### config.mk
export PLATFORM = sky130hd
export DESIGN_NAME = pgbuf_loader
export DESIGN_NICKNAME = d
export VERILOG_FILES = /design/src/rtl/pgbuf_pkg.sv /design/src/rtl/pgbuf_count_capture.sv /design/src/rtl/pgbuf_write_ptr.sv /design/src/rtl/pgbuf_select.sv /design/src/rtl/pgbuf_loader.sv
export SDC_FILE = /design/constraint.sdc
export NUM_CORES = 1
export LEC_CHECK = 0
export CORE_ASPECT_RATIO = 0.75
export CORE_MARGIN = 2
export CORE_UTILIZATION = 45
export DETAILED_ROUTE_END_ITERATION = 12
export PLACE_DENSITY = 0.73
export SLEW_MARGIN = 40
export SYNTH_ARGS = -nofsm -noshare
export SYNTH_HDL_FRONTEND = slang
export SYNTH_SLANG_ARGS = --single-unit
### constraint.sdc
create_clock -name clk -period 6.4 [get_ports clk]
set_input_delay 1.92 -clock clk [delete_from_list [all_inputs] [get_ports clk]]
set_output_delay 1.92 -clock clk [all_outputs]
set_load 0.005 [all_outputs]
### src/rtl/pgbuf_pkg.sv
package pgbuf_pkg;
  typedef enum logic [1:0] {ST_IDLE, ST_CNT1, ST_CNT2, ST_DATA} ld_state_t;

  // number of items encoded by a stored low count byte
  function automatic int unsigned items_of(input logic [7:0] lo);
    return int'(lo) + 1;
  endfunction

  // count accepted: high byte zero and total size within the buffer
  function automatic logic count_fits(input logic [7:0] hi, input logic [7:0] lo,
                                      input logic word, input int unsigned bytes);
    int unsigned need;
    need = word ? items_of(lo) * 2 : items_of(lo);
    return (hi == 8'h00) && (need <= bytes);
  endfunction
endpackage

### src/rtl/pgbuf_count_capture.sv
module pgbuf_count_capture #(
  parameter int CW = 8
) (
  input  logic          clk,
  input  logic          rst_n,
  input  logic          cap_first,
  input  logic          cap_second,
  input  logic          a0,
  input  logic [CW-1:0] byte_in,
  output logic [CW-1:0] cnt_lo,
  output logic [CW-1:0] cnt_hi
);
  logic [CW-1:0] lo_q, hi_q;
  logic          first_hi_q;   // first byte went to the high half

  always_ff @(posedge clk or negedge rst_n) begin
    if (!rst_n) begin
      lo_q <= '0;
      hi_q <= '0;
      first_hi_q <= 1'b0;
    end else if (cap_first) begin
      first_hi_q <= a0;
      if (a0) hi_q <= byte_in;
      else    lo_q <= byte_in;
    end else if (cap_second) begin
      // second byte goes to the half selected by the flipped first a0
      if (first_hi_q) lo_q <= byte_in;
      else            hi_q <= byte_in;
    end
  end

  // complete count, including the byte arriving on the second cycle
  assign cnt_lo = (cap_second && first_hi_q)  ? byte_in : lo_q;
  assign cnt_hi = (cap_second && !first_hi_q) ? byte_in : hi_q;
endmodule

### src/rtl/pgbuf_write_ptr.sv
module pgbuf_write_ptr #(
  parameter int AW = 8,
  parameter int CW = 8
) (
  input  logic          clk,
  input  logic          rst_n,
  input  logic          start,
  input  logic [CW-1:0] init_left,
  input  logic          step_en,
  input  logic          word_mode,
  output logic [AW-1:0] addr,
  output logic          last
);
  logic [AW-1:0] ptr_q;
  logic [CW-1:0] left_q;
  logic [AW-1:0] step;

  assign step = word_mode ? AW'(2) : AW'(1);

  always_ff @(posedge clk or negedge rst_n) begin
    if (!rst_n) begin
      ptr_q  <= '0;
      left_q <= '0;
    end else if (start) begin
      ptr_q  <= '0;
      left_q <= init_left;
    end else if (step_en) begin
      ptr_q  <= ptr_q + step;
      left_q <= left_q - CW'(1);
    end
  end

  assign addr = ptr_q;
  assign last = (left_q == '0);
endmodule

### src/rtl/pgbuf_select.sv
module pgbuf_select (
  input  logic clk,
  input  logic rst_n,
  input  logic toggle,
  output logic sel
);
  always_ff @(posedge clk or negedge rst_n) begin
    if (!rst_n)      sel <= 1'b0;
    else if (toggle) sel <= ~sel;
  end
endmodule

### src/rtl/pgbuf_loader.sv
module pgbuf_loader
  import pgbuf_pkg::*;
#(
  parameter int BUF_BYTES = 256,
  parameter int DW        = 16
) (
  input  logic          clk,
  input  logic          rst_n,
  input  logic          cmd_load,
  input  logic          cmd_swap,
  input  logic          wr_stb,
  input  logic          a0,
  input  logic          byte_mode,
  input  logic [DW-1:0] host_data,
  output logic          act_buf,
  output logic          buf_we,
  output logic          buf_sel,
  output logic [$clog2(BUF_BYTES)-1:0] buf_addr,
  output logic [DW-1:0] buf_wdata,
  output logic          buf_word,
  output logic          load_done,
  output logic          load_err
);
  localparam int AW = $clog2(BUF_BYTES);
  localparam int CW = 8;

  ld_state_t     st_q;
  logic          word_q, err_q, done_q;
  logic [CW-1:0] cnt_lo, cnt_hi;
  logic          first_cyc, second_cyc, data_cyc;
  logic          count_ok, start_data, abort_load, swap_req, last_item;
  logic [AW-1:0] ptr_addr;

  assign first_cyc  = wr_stb && (st_q == ST_CNT1);
  assign second_cyc = wr_stb && (st_q == ST_CNT2);
  assign data_cyc   = wr_stb && (st_q == ST_DATA);
  assign count_ok   = count_fits(cnt_hi, cnt_lo, word_q, BUF_BYTES);
  assign start_data = second_cyc && count_ok;
  assign abort_load = second_cyc && !count_ok;
  assign swap_req   = cmd_swap && (st_q == ST_IDLE);

  pgbuf_count_capture #(.CW(CW)) u_cnt (
    .clk(clk), .rst_n(rst_n), .cap_first(first_cyc), .cap_second(second_cyc),
    .a0(a0), .byte_in(host_data[CW-1:0]), .cnt_lo(cnt_lo), .cnt_hi(cnt_hi)
  );

  pgbuf_write_ptr #(.AW(AW), .CW(CW)) u_ptr (
    .clk(clk), .rst_n(rst_n), .start(start_data), .init_left(cnt_lo),
    .step_en(data_cyc), .word_mode(word_q), .addr(ptr_addr), .last(last_item)
  );

  pgbuf_select u_sel (.clk(clk), .rst_n(rst_n), .toggle(swap_req), .sel(act_buf));

  always_ff @(posedge clk or negedge rst_n) begin
    if (!rst_n) begin
      st_q   <= ST_IDLE;
      word_q <= 1'b0;
      err_q  <= 1'b0;
      done_q <= 1'b0;
    end else begin
      done_q <= data_cyc && last_item;
      unique case (st_q)
        ST_IDLE: if (cmd_load) begin
          st_q   <= ST_CNT1;
          word_q <= !byte_mode;
          err_q  <= 1'b0;
        end
        ST_CNT1: if (first_cyc) st_q <= ST_CNT2;
        ST_CNT2: if (second_cyc) begin
          st_q  <= count_ok ? ST_DATA : ST_IDLE;
          err_q <= abort_load;
        end
        ST_DATA: if (data_cyc && last_item) st_q <= ST_IDLE;
        default: st_q <= ST_IDLE;
      endcase
    end
  end

  assign buf_we    = data_cyc;
  assign buf_sel   = act_buf;
  assign buf_addr  = ptr_addr;
  assign buf_wdata = host_data;
  assign buf_word  = word_q;
  assign load_done = done_q;
  assign load_err  = err_q;

  // a rejected high count byte raises the error flag next cycle
  a_r6_abort_flag: assert property (@(posedge clk) disable iff (!rst_n)
    (second_cyc && cnt_hi != '0) |=> load_err);
  // no buffer write while the error flag is up
  a_r6_no_write_on_err: assert property (@(posedge clk) disable iff (!rst_n)
    load_err |-> !buf_we);
  // word writes land on even byte addresses
  a_r5_word_aligned: assert property (@(posedge clk) disable iff (!rst_n)
    (buf_we && buf_word) |-> !buf_addr[0]);
  // done is a single-cycle pulse
  a_r8_done_pulse: assert property (@(posedge clk) disable iff (!rst_n)
    load_done |=> !load_done);
  // swap while idle toggles the active buffer
  a_r9_swap_toggle: assert property (@(posedge clk) disable iff (!rst_n)
    (cmd_swap && st_q == ST_IDLE) |=> (act_buf != $past(act_buf)));
  // active buffer frozen during a load
  a_r9_swap_gated: assert property (@(posedge clk) disable iff (!rst_n)
    (st_q != ST_IDLE) |=> $stable(act_buf));
endmodule

# [After elaboration in Yosys (flattened, before gate mapping)]
# Index checks and enable logic that the tools add are counted.
[totals] regBits=39 input_bits=23 word_cells=75 output_inout_bits=30
[classes] n_eq_ne=10 add_sub_neg=3 n_lt_le_gt_ge=1 reduce_logical=25 n_mux=25 n_bitwise=1
[op_table] operator="8-bit 2-to-1 mux" count=14
[op_table] operator="8-bit zero test" count=2
[op_table] operator="2-bit 2-to-1 mux" count=6
[op_table] operator="2-bit inequality test (second input constant)" count=6
[op_table] operator="10-bit by 9-bit <= comparator with 1-bit output (second input constant)" count=1
[op_table] operator="1-bit logical AND" count=10
[op_table] operator="10-bit 2-to-1 mux" count=1
[op_table] operator="8-bit by 1-bit adder with 9-bit output (second input constant)" count=1
[op_table] operator="3-bit AND reduction" count=3
[op_table] operator="8-bit adder" count=1
[op_table] operator="2-bit case mux with 4 select lines" count=1
[op_table] operator="2-bit nonzero test" count=4
[op_table] operator="8-bit by 1-bit subtractor with 8-bit output (second input constant)" count=1
[op_table] operator="2-bit == test (second input constant)" count=2
[op_table] operator="4-bit AND reduction" count=1
[op_table] operator="1-bit zero test" count=3
[op_table] operator="2-bit by 1-bit == test with 1-bit output (second input constant)" count=1
[op_table] operator="2-bit zero test" count=1
[op_table] operator="1-bit 2-to-1 mux" count=2
[op_table] operator="2-bit by 1-bit inequality test with 1-bit output (second input constant)" count=1
[op_table] operator="1-bit case mux with 2 select lines" count=1
[op_table] operator="2-bit AND reduction" count=1
[op_table] operator="1-bit inverter" count=1

# [Longest topological paths before layout]
# Gate-level depths: netlist of the first run.
[logic_depth] word_depth=12 mapped_depth=14 depth_no_buf=11

# [By module]
# From an unflattened synthesis of the first run, not the netlist that was laid out.
[hier_totals] hier_cells=243 area_unflattened_um2=2512.4
[modules_own_cells] module="pgbuf_write_ptr" seq_area_each_um2=400.4 area_each_um2=918.4 instances=1 cells_per_inst=99
[modules_own_cells] module="pgbuf_count_capture" seq_area_each_um2=425.4 area_each_um2=900.9 instances=1 cells_per_inst=58
[modules_own_cells] module="pgbuf_loader" seq_area_each_um2=125.1 area_each_um2=659.4 instances=1 cells_per_inst=84
[modules_own_cells] module="pgbuf_select" seq_area_each_um2=25.0 area_each_um2=33.8 instances=1 cells_per_inst=2

# [Worst setup path after synthesis of the first run]
# Ideal clock, no wire load.
[synth_path] path_type="input-to-reg" start="in wr_stb" end="reg u_ptr.left_q[0]" cell_stages=13 path_slack_ps=2175 path_buffers=2 setup_time_ps=125 arrival_ps=4100 t_required_ps=6275 path_cell_list="buf_4 -> nand4b_2 -> buf_6 -> nand2_1 -> o21ai_0 -> ha_1 -> nor3_1 -> a31oi_1 -> or3_1 -> a21oi_1 -> a21oi_1 -> nor3_4 -> mux2_4"
[synth_via] elab_chain_cells=9 word_cells_on_any_way=14 cone_classes="add/sub: 1; order compare: 1; mux: 4; reduce/logical: 8"
[synth_rtl] element="from (decl)" line_no="pgbuf_loader.sv:11" rtl="input logic wr_stb,"
[synth_rtl] element="1-bit logical AND" line_no="pgbuf_loader.sv:35" rtl="assign second_cyc = wr_stb && (st_q == ST_CNT2);"
[synth_rtl] element="1-bit logical AND" line_no="pgbuf_count_capture.sv:33" rtl="assign cnt_lo = (cap_second && first_hi_q) ? byte_in : lo_q;"
[synth_rtl] element="8-bit 2-to-1 mux" line_no="pgbuf_count_capture.sv:33"
[synth_rtl] element="8-bit by 1-bit adder with 9-bit output" line_no="pgbuf_pkg.sv:6" rtl="return int'(lo) + 1;"
[synth_rtl] element="10-bit 2-to-1 mux" line_no="pgbuf_pkg.sv:13" rtl="need = word ? items_of(lo) * 2 : items_of(lo);"
[synth_rtl] element="10-bit by 9-bit <= comparator with 1-bit output" line_no="pgbuf_pkg.sv:14" rtl="return (hi == 8'h00) && (need <= bytes);"
[synth_rtl] element="1-bit logical AND" line_no="pgbuf_pkg.sv:14"
[synth_rtl] element="1-bit logical AND" line_no="pgbuf_loader.sv:38" rtl="assign start_data = second_cyc && count_ok;"
[synth_rtl] element="8-bit 2-to-1 mux / 2-bit nonzero test (equally long branches)"
[synth_rtl] element="to (signal assigned)" line_no="pgbuf_write_ptr.sv:26" rtl="left_q <= init_left;"
[synth_rtl] element="to (signal assigned)" line_no="pgbuf_write_ptr.sv:29" rtl="left_q <= left_q - CW'(1);"
[synth_rtl] element="to (decl)" line_no="pgbuf_write_ptr.sv:15" rtl="logic [CW-1:0] left_q;"
# Parallel ways exist; a longest one is shown, timed or not.
# A chain may end at the register's enable or synchronous reset.

# [Worst setup path after layout of the first run]
[layout_path] start="in wr_stb" end="out buf_we"
[layout_via] elab_chain_cells=1
[layout_rtl] element="1-bit logical AND" line_no="pgbuf_loader.sv:36" rtl="assign data_cyc = wr_stb && (st_q == ST_DATA);"
[layout_rtl] element="to (decl)" line_no="pgbuf_loader.sv:16" rtl="output logic buf_we,"
# Every way passes these cells.

==> results.sh, run 1 <==
export IMPL_pre_cts_ws_ns=0.808
export IMPL_avgSynthCellArea_um2=10.2
export IMPL_ys_seq_area_share_pct=41.5
export IMPL_grt_first_pass_wirelength_um=8130
export IMPL_route_detailed_drc=0
export IMPL_crit_type="primary input to output pin"
export IMPL_drive_above_1_share_pct=14.3
export IMPL_finalSetupViolCount=0
export IMPL_overflow=0
export IMPL_first_iter_violations=96
export IMPL_fmax_mhz=185
export IMPL_relSlewSlack_pct=45.7
export IMPL_finalHoldViolCount=0
export IMPL_tns_ns=0
export IMPL_drtAntennaViolNets=0
export IMPL_cts_tree="done"
export IMPL_layout_commonest_cell="dfrtp_1"
export IMPL_grt_pass1_vias=1659
export IMPL_rsz0062_at_grt="no"
export IMPL_synth_main_ff_cell="dfrtp_1"
export IMPL_grt_util_all_layers_pct=18.1
export IMPL_die_y_um=66.6
export IMPL_clock_latency_ns=0.30
export IMPL_min_path_cells=2
export IMPL_wl_per_cell_um=15.4
export IMPL_area_delta_synth_final_pct=15.5
export IMPL_dp_hpwl_um=3450
export IMPL_cts_buffer_depth=2
export IMPL_grt_max_degree=40
export IMPL_cts_buffers=5
export IMPL_ctsRootBufferMaster="clkbuf_8"
export IMPL_crit_fanout=11
export IMPL_status="completed"
export IMPL_nets=278
export IMPL_ys_warnings_count=0
export IMPL_coreArea_mm2=0.00495
export IMPL_ys_async_sr_fraction_pct=100
export IMPL_place_area_mm2=0.00260
export IMPL_n_fill_cell=468
export IMPL_netlist_instances=230
export IMPL_utilization_pct=54.8
export IMPL_die_w_um=87.4
export IMPL_numClockSinks=39
export IMPL_worstPathArrival_ns=3.48
export IMPL_vdd_drop_max_mv=0.242
export IMPL_r2r_cells=9
export IMPL_busiest_layer="met2"
export IMPL_hold_path_class="flip-flop to flip-flop"
export IMPL_use_met2_pct=27.5
export IMPL_cpMaxStageDelayCell="clkdlybuf4s50_1"
export IMPL_via_per_inst=5.60
export IMPL_crit_path_end_kind="output pin"
export IMPL_cts_setup_buffers=0
export IMPL_synth_top_cells_by_area="dfrtp_1, mux2_2, buf_4"
export IMPL_wl_um=4800
export IMPL_synth_largest_area_cell="dfrtp_1"
export IMPL_ys_ff_latch=39
export IMPL_required_ns=4.48
export IMPL_io_buffers=36
export IMPL_fin_crit_sh_pct=84.3
export IMPL_period_minus_slack_ns=5.40
export IMPL_routed_via_count=1743
export IMPL_clk_pin_slew_ns=0.07
export IMPL_powerDensity_mw_per_mm2=379
export IMPL_final_setup_skew_ns=0.00676
export IMPL_cp_common_cell="clkdlybuf4s50_1"
export IMPL_grt_antenna_before_repair=0
export IMPL_gp_congestion=0.822
export IMPL_antenna_cells=0
export IMPL_critPathLaunchType="primary input"
export IMPL_finalInstanceArea_mm2=0.00272
export IMPL_worst_slack_ns=1.00
export IMPL_holdWs_ns=0.484
export IMPL_grtUsageMet1_pct=26.3
export IMPL_synth_top_cell_area_share_pct=41.5
export IMPL_synth_edff_count=0
export IMPL_tightestPinTransition_ns=0.812
export IMPL_final_cell_mix="dfrtp_1, clkdlybuf4s50_1, nand2_1"
export IMPL_initial_core_util_pct=47.4
export IMPL_grt_use_met3_pct=4.09
export IMPL_cts_htree_levels=2
export IMPL_maxCapViolCount=0
export IMPL_std_cell_rows=22
export IMPL_cp_slowest_stage_delay_ns=0.74
export IMPL_hold_buffers=0
export IMPL_syn_area_mm2=0.00235
export IMPL_dr_pass1_iters=4
export IMPL_drv_slew=0
export IMPL_ys_types=46
export IMPL_syn_nets=258
export IMPL_leakagePower_uw=0.00117
export IMPL_path_cells="clkdlybuf4s50_1 > nand3_4 > inv_6 > clkdlybuf4s50_1"
export IMPL_num_io_pins=53
export IMPL_cts_resized=0
export IMPL_dieArea_mm2=0.00582
-- worst paths after layout --
path / start / end / slack, ns
hold / removal: u_cnt.hi_q[1]$_DFFE_PN0P_ / u_cnt.hi_q[1]$_DFFE_PN0P_ / 0.48
min in group asynchronous: rst_n / u_ptr.addr[7]$_DFFE_PN0P_ / 1.58
setup / recovery: wr_stb / buf_we / 1.00
max in group asynchronous: rst_n / u_cnt.lo_q[2]$_DFFE_PN0P_ / 4.46
setup reg to reg: st_q[0]$_DFFE_PN0P_ / u_ptr.left_q[1]$_DFFE_PN0P_ / 2.86
hold reg to reg: u_cnt.hi_q[1]$_DFFE_PN0P_ / u_cnt.hi_q[1]$_DFFE_PN0P_ / 0.48
-- registers in the layout (all words and copies together) (netlist names), 2 cells and up --
| register | cells |
|---|---|
| st_q | 2 |
| u_cnt.hi_q | 8 |
| u_cnt.lo_q | 8 |
| u_ptr.addr | 8 |
| u_ptr.left_q | 8 |
-- metal layers --
layer | share of wire, % | up-vias
met2 | 42 | 63
met5 | 0 | -
met4 | 0.90 | 0
li1 | - | 835
met3 | 5.5 | 5
met1 | 51 | 840
-- metrics by stage --
stage | std cells | power (uW)
5_1_grt | 311 | 1110
3_3_place_gp | 303 | 800
2_1_floorplan | 230 | 703
3_5_place_dp | 303 | 819
4_1_cts | 311 | 1040
6_report | 311 | 1030
-- cell usage after synthesis, types with 2 or more instances --
library cell	number
nand4_1	2
nor2_1	14
or3_4	2
nor3_4	2
dfrtp_1	39
inv_1	6
xor2_1	8
o21ai_0	10
nand2_1	24
a31oi_1	2
nand3_1	9
nand2b_1	3
nor3b_1	2
mux2i_1	12
nor3_1	7
ha_1	4
or3_1	4
buf_4	18
o31ai_1	2
xnor2_1	6
mux2_2	14
nor4_1	5
a21oi_1	8
mux2_4	2
buf_6	4
-- cell type report --
cell class                 count  area (um^2)  area share, %
clock buffer                   6         82.6           3.04
clock inverter                 2         35.0           1.29
inverter                       8         35.0           1.29
multi-input combinational    160         1150           42.5
sequential                    39          976           35.9
tap                           60         75.1           2.76
timing repair buffer          36          358           13.2
-- critical path: cells and delay by family --
family / cells / cell delay [ns]
and+or+nand+nor: 1 / 0.19
buffers and inverters: 3 / 1.38
-- power by group --
| group | leakage (uW) | switching (uW) | internal [uW] | total [uW] |
|---|---|---|---|---|
| Sequential | 0.000491 | 114 | 345 | 459 |
| Combinational | 0.000622 | 159 | 199 | 358 |
| Clock | 0.0000612 | 86.9 | 126 | 213 |
| Total | 0.00117 | 360 | 670 | 1030 |
-- logic make-up after synthesis --
kind of cell / after synthesis / synth area share (%)
adders and majority gates: 5 / 2.98
muxes: 28 / 13.1
DFF: 39 / 41.5
AOI/OAI and AO/OA: 28 / 7.08
and+or+nand+nor: 85 / 20.7
buffers and inverters: 31 / 9.37
xor gates and xnor gates: 14 / 5.22
No activity file was read; power rests on OpenSTA's default activity.
==> run 2: changes to the inputs <==
==> constraint.sdc (replaced) <==
create_clock -name clk -period 5.6 [get_ports clk]
set_input_delay 1.68 -clock clk [delete_from_list [all_inputs] [get_ports clk]]
set_output_delay 1.68 -clock clk [all_outputs]
set_load 0.005 [all_outputs]
==> run 2 against run 1 <==
  * Clock power shrank 14%
  * Non-clock buffer count rose by 2
  * First-iteration DRC count decreased by 28%
  * Utilization shrank 0.43 points
  * Critical path type unchanged
  * Largest power group unchanged
==> results.sh, run 2 (synthesis results as in run 1) <==
export IMPL_die_w_um=87.4
export IMPL_nets=280
export IMPL_die_y_um=66.6
export IMPL_hp_start="u_cnt.hi_q[1]$_DFFE_PN0P_"
export IMPL_area_delta_synth_final_pct=14.6
export IMPL_tns_ns=0
export IMPL_cp_slowest_stage_delay_ns=0.72
export IMPL_reg2reg_slack_ns=2.52
export IMPL_grt_first_pass_wirelength_um=7600
export IMPL_first_iter_violations=69
export IMPL_relSlewSlack_pct=66.3
export IMPL_drv_slew=0
export IMPL_final_setup_skew_ns=0.00841
export IMPL_dieArea_mm2=0.00582
export IMPL_n_fill_cell=457
export IMPL_dr_pass1_iters=4
export IMPL_grt_pass1_vias=1609
export IMPL_cts_setup_buffers=0
export IMPL_clk_pin_slew_ns=0.07
export IMPL_wl_um=4560
export IMPL_num_io_pins=53
export IMPL_pwr_share_comb_pct=36.4
export IMPL_total_power_uw=1110
export IMPL_std_cell_rows=22
export IMPL_finalHoldViolCount=0
export IMPL_status="completed"
export IMPL_cp_common_cell="clkdlybuf4s50_1"
export IMPL_seqPwrFrac_pct=47.0
export IMPL_maxCapViolCount=0
export IMPL_dp_hpwl_um=3280
export IMPL_cts_htree_levels=2
export IMPL_final_cell_mix="dfrtp_1, clkdlybuf4s50_1, nand2_1"
export IMPL_drtAntennaViolNets=0
export IMPL_numClockSinks=39
export IMPL_drive_above_1_share_pct=14.2
export IMPL_io_buffers=36
export IMPL_r2r_cells=12
export IMPL_crit_type="primary input to output pin"
export IMPL_layoutNonFillerInstCount=313
export IMPL_dp_cells=305
export IMPL_rsz0062_at_grt="no"
export IMPL_worstHoldEndpoint="u_cnt.hi_q[1]$_DFFE_PN0P_"
export IMPL_r2r_end="u_ptr.left_q[4]$_DFFE_PN0P_"
export IMPL_grt_max_degree=40
export IMPL_layout_commonest_cell="dfrtp_1"
export IMPL_vdd_drop_max_mv=0.203
export IMPL_path_cells="clkdlybuf4s50_1 > nand3_4 > inv_6 > clkdlybuf4s50_1"
export IMPL_cts_resized=0
export IMPL_crit_fanout=11
export IMPL_required_ns=3.92
export IMPL_p_int_uw=710
export IMPL_grt_antenna_before_repair=0
export IMPL_wl_per_cell_um=14.6
export IMPL_crit_path_end_kind="output pin"
export IMPL_ctsRootBufferMaster="clkbuf_8"
export IMPL_cts_buffer_depth=2
export IMPL_power_switching_uw=396
export IMPL_period_minus_slack_ns=4.88
export IMPL_p_clk_share_pct=16.6
export IMPL_route_detailed_drc=0
export IMPL_overflow=0
export IMPL_tightestPinTransition_ns=0.501
export IMPL_initial_core_util_pct=47.4
export IMPL_finalSetupViolCount=0
export IMPL_clock_latency_ns=0.29
export IMPL_min_path_cells=2
export IMPL_critPathLaunchType="primary input"
export IMPL_worstPathArrival_ns=3.20
export IMPL_fin_crit_sh_pct=87.2
export IMPL_cts_buffers=5
export IMPL_cp_top_family="buffers and inverters"
export IMPL_gp_congestion=0.836
export IMPL_crit_start="wr_stb"
export IMPL_hold_buffers=0
export IMPL_routed_via_count=1715
export IMPL_grt_util_all_layers_pct=16.9
export IMPL_leakagePower_uw=0.00116
export IMPL_fmax_mhz=205
export IMPL_path_buf_inv=3
export IMPL_via_per_inst=5.48
export IMPL_hold_path_class="flip-flop to flip-flop"
export IMPL_antenna_cells=0
export IMPL_cpMaxStageDelayCell="clkdlybuf4s50_1"
export IMPL_coreArea_mm2=0.00495
export IMPL_power_share_switching_pct=35.8
export IMPL_r2r_start="st_q[0]$_DFFE_PN0P_"
export IMPL_powerDensity_mw_per_mm2=410
export IMPL_cts_tree="done"
[run 2: power groups by stage]
stage	sequential, uW	clock (uW)	combinational (uW)
after floorplan	486	0	318
after global placement	520	0	397
after detailed placement	523	0	405
after CTS	517	190	406
after global routing	538	205	452
final	520	183	403
[run 2: worst max-delay path by stage]
stage                                   to  slack, ns  cells after the start
2_1_floorplan  u_ptr.left_q[0]$_DFFE_PN0P_       1.61                     13
3_3_place_gp                        buf_we       0.74                      4
3_5_place_dp   u_ptr.left_q[4]$_DFFE_PN0P_       0.70                     13
4_1_cts                             buf_we       0.71                      4
5_1_grt                             buf_we       0.64                      4
6_report                            buf_we       0.72                      4
[run 2: layer usage]
metal / wire, um / part of all wire (%) / vias up / track usage [%]
li1: - / - / 837 / -
met2: 1830 / 40 / 49 / 24.3
met4: 64 / 1.4 / 0 / 5.19
met5: 0 / 0 / - / 0
met3: 221 / 4.8 / 10 / 4.21
met1: 2440 / 54 / 819 / 24.9
[run 2: final cells by class]
cell class                 count  area (um^2)  area share, %
clock buffer                   7         76.3           2.83
multi-input combinational    160         1150           42.8
inverter                       8         35.0           1.30
timing repair buffer          38          373           13.8
sequential                    39          976           36.2
tap                           60         75.1           2.79
clock inverter                 1         5.00          0.186
[run 2: stage by stage]
| stage | setup slack (ns) | hold WS [ns] | util (%) | cell area, um^2 |
|---|---|---|---|---|
| after floorplan | 1.61 | 0.450 | - | 2350 |
| after global placement | 0.737 | 0.468 | 52.7 | 2610 |
| after detailed placement | 0.695 | 0.476 | 52.7 | 2610 |
| after CTS | 0.710 | 0.495 | 54.4 | 2690 |
| after global routing | 0.641 | 0.529 | 54.4 | 2690 |
| final | 0.717 | 0.489 | 54.4 | 2690 |
[run 2: worst register-to-register path: cells and delay by family (launching register included)]
kind | cells | cell delay (ns)
compound gates | 4 | 0.42
flops | 1 | 0.50
simple gates | 5 | 1.35
buf+inv | 1 | 0.27
fa+ha+maj | 1 | 0.26
mux | 1 | 0.20
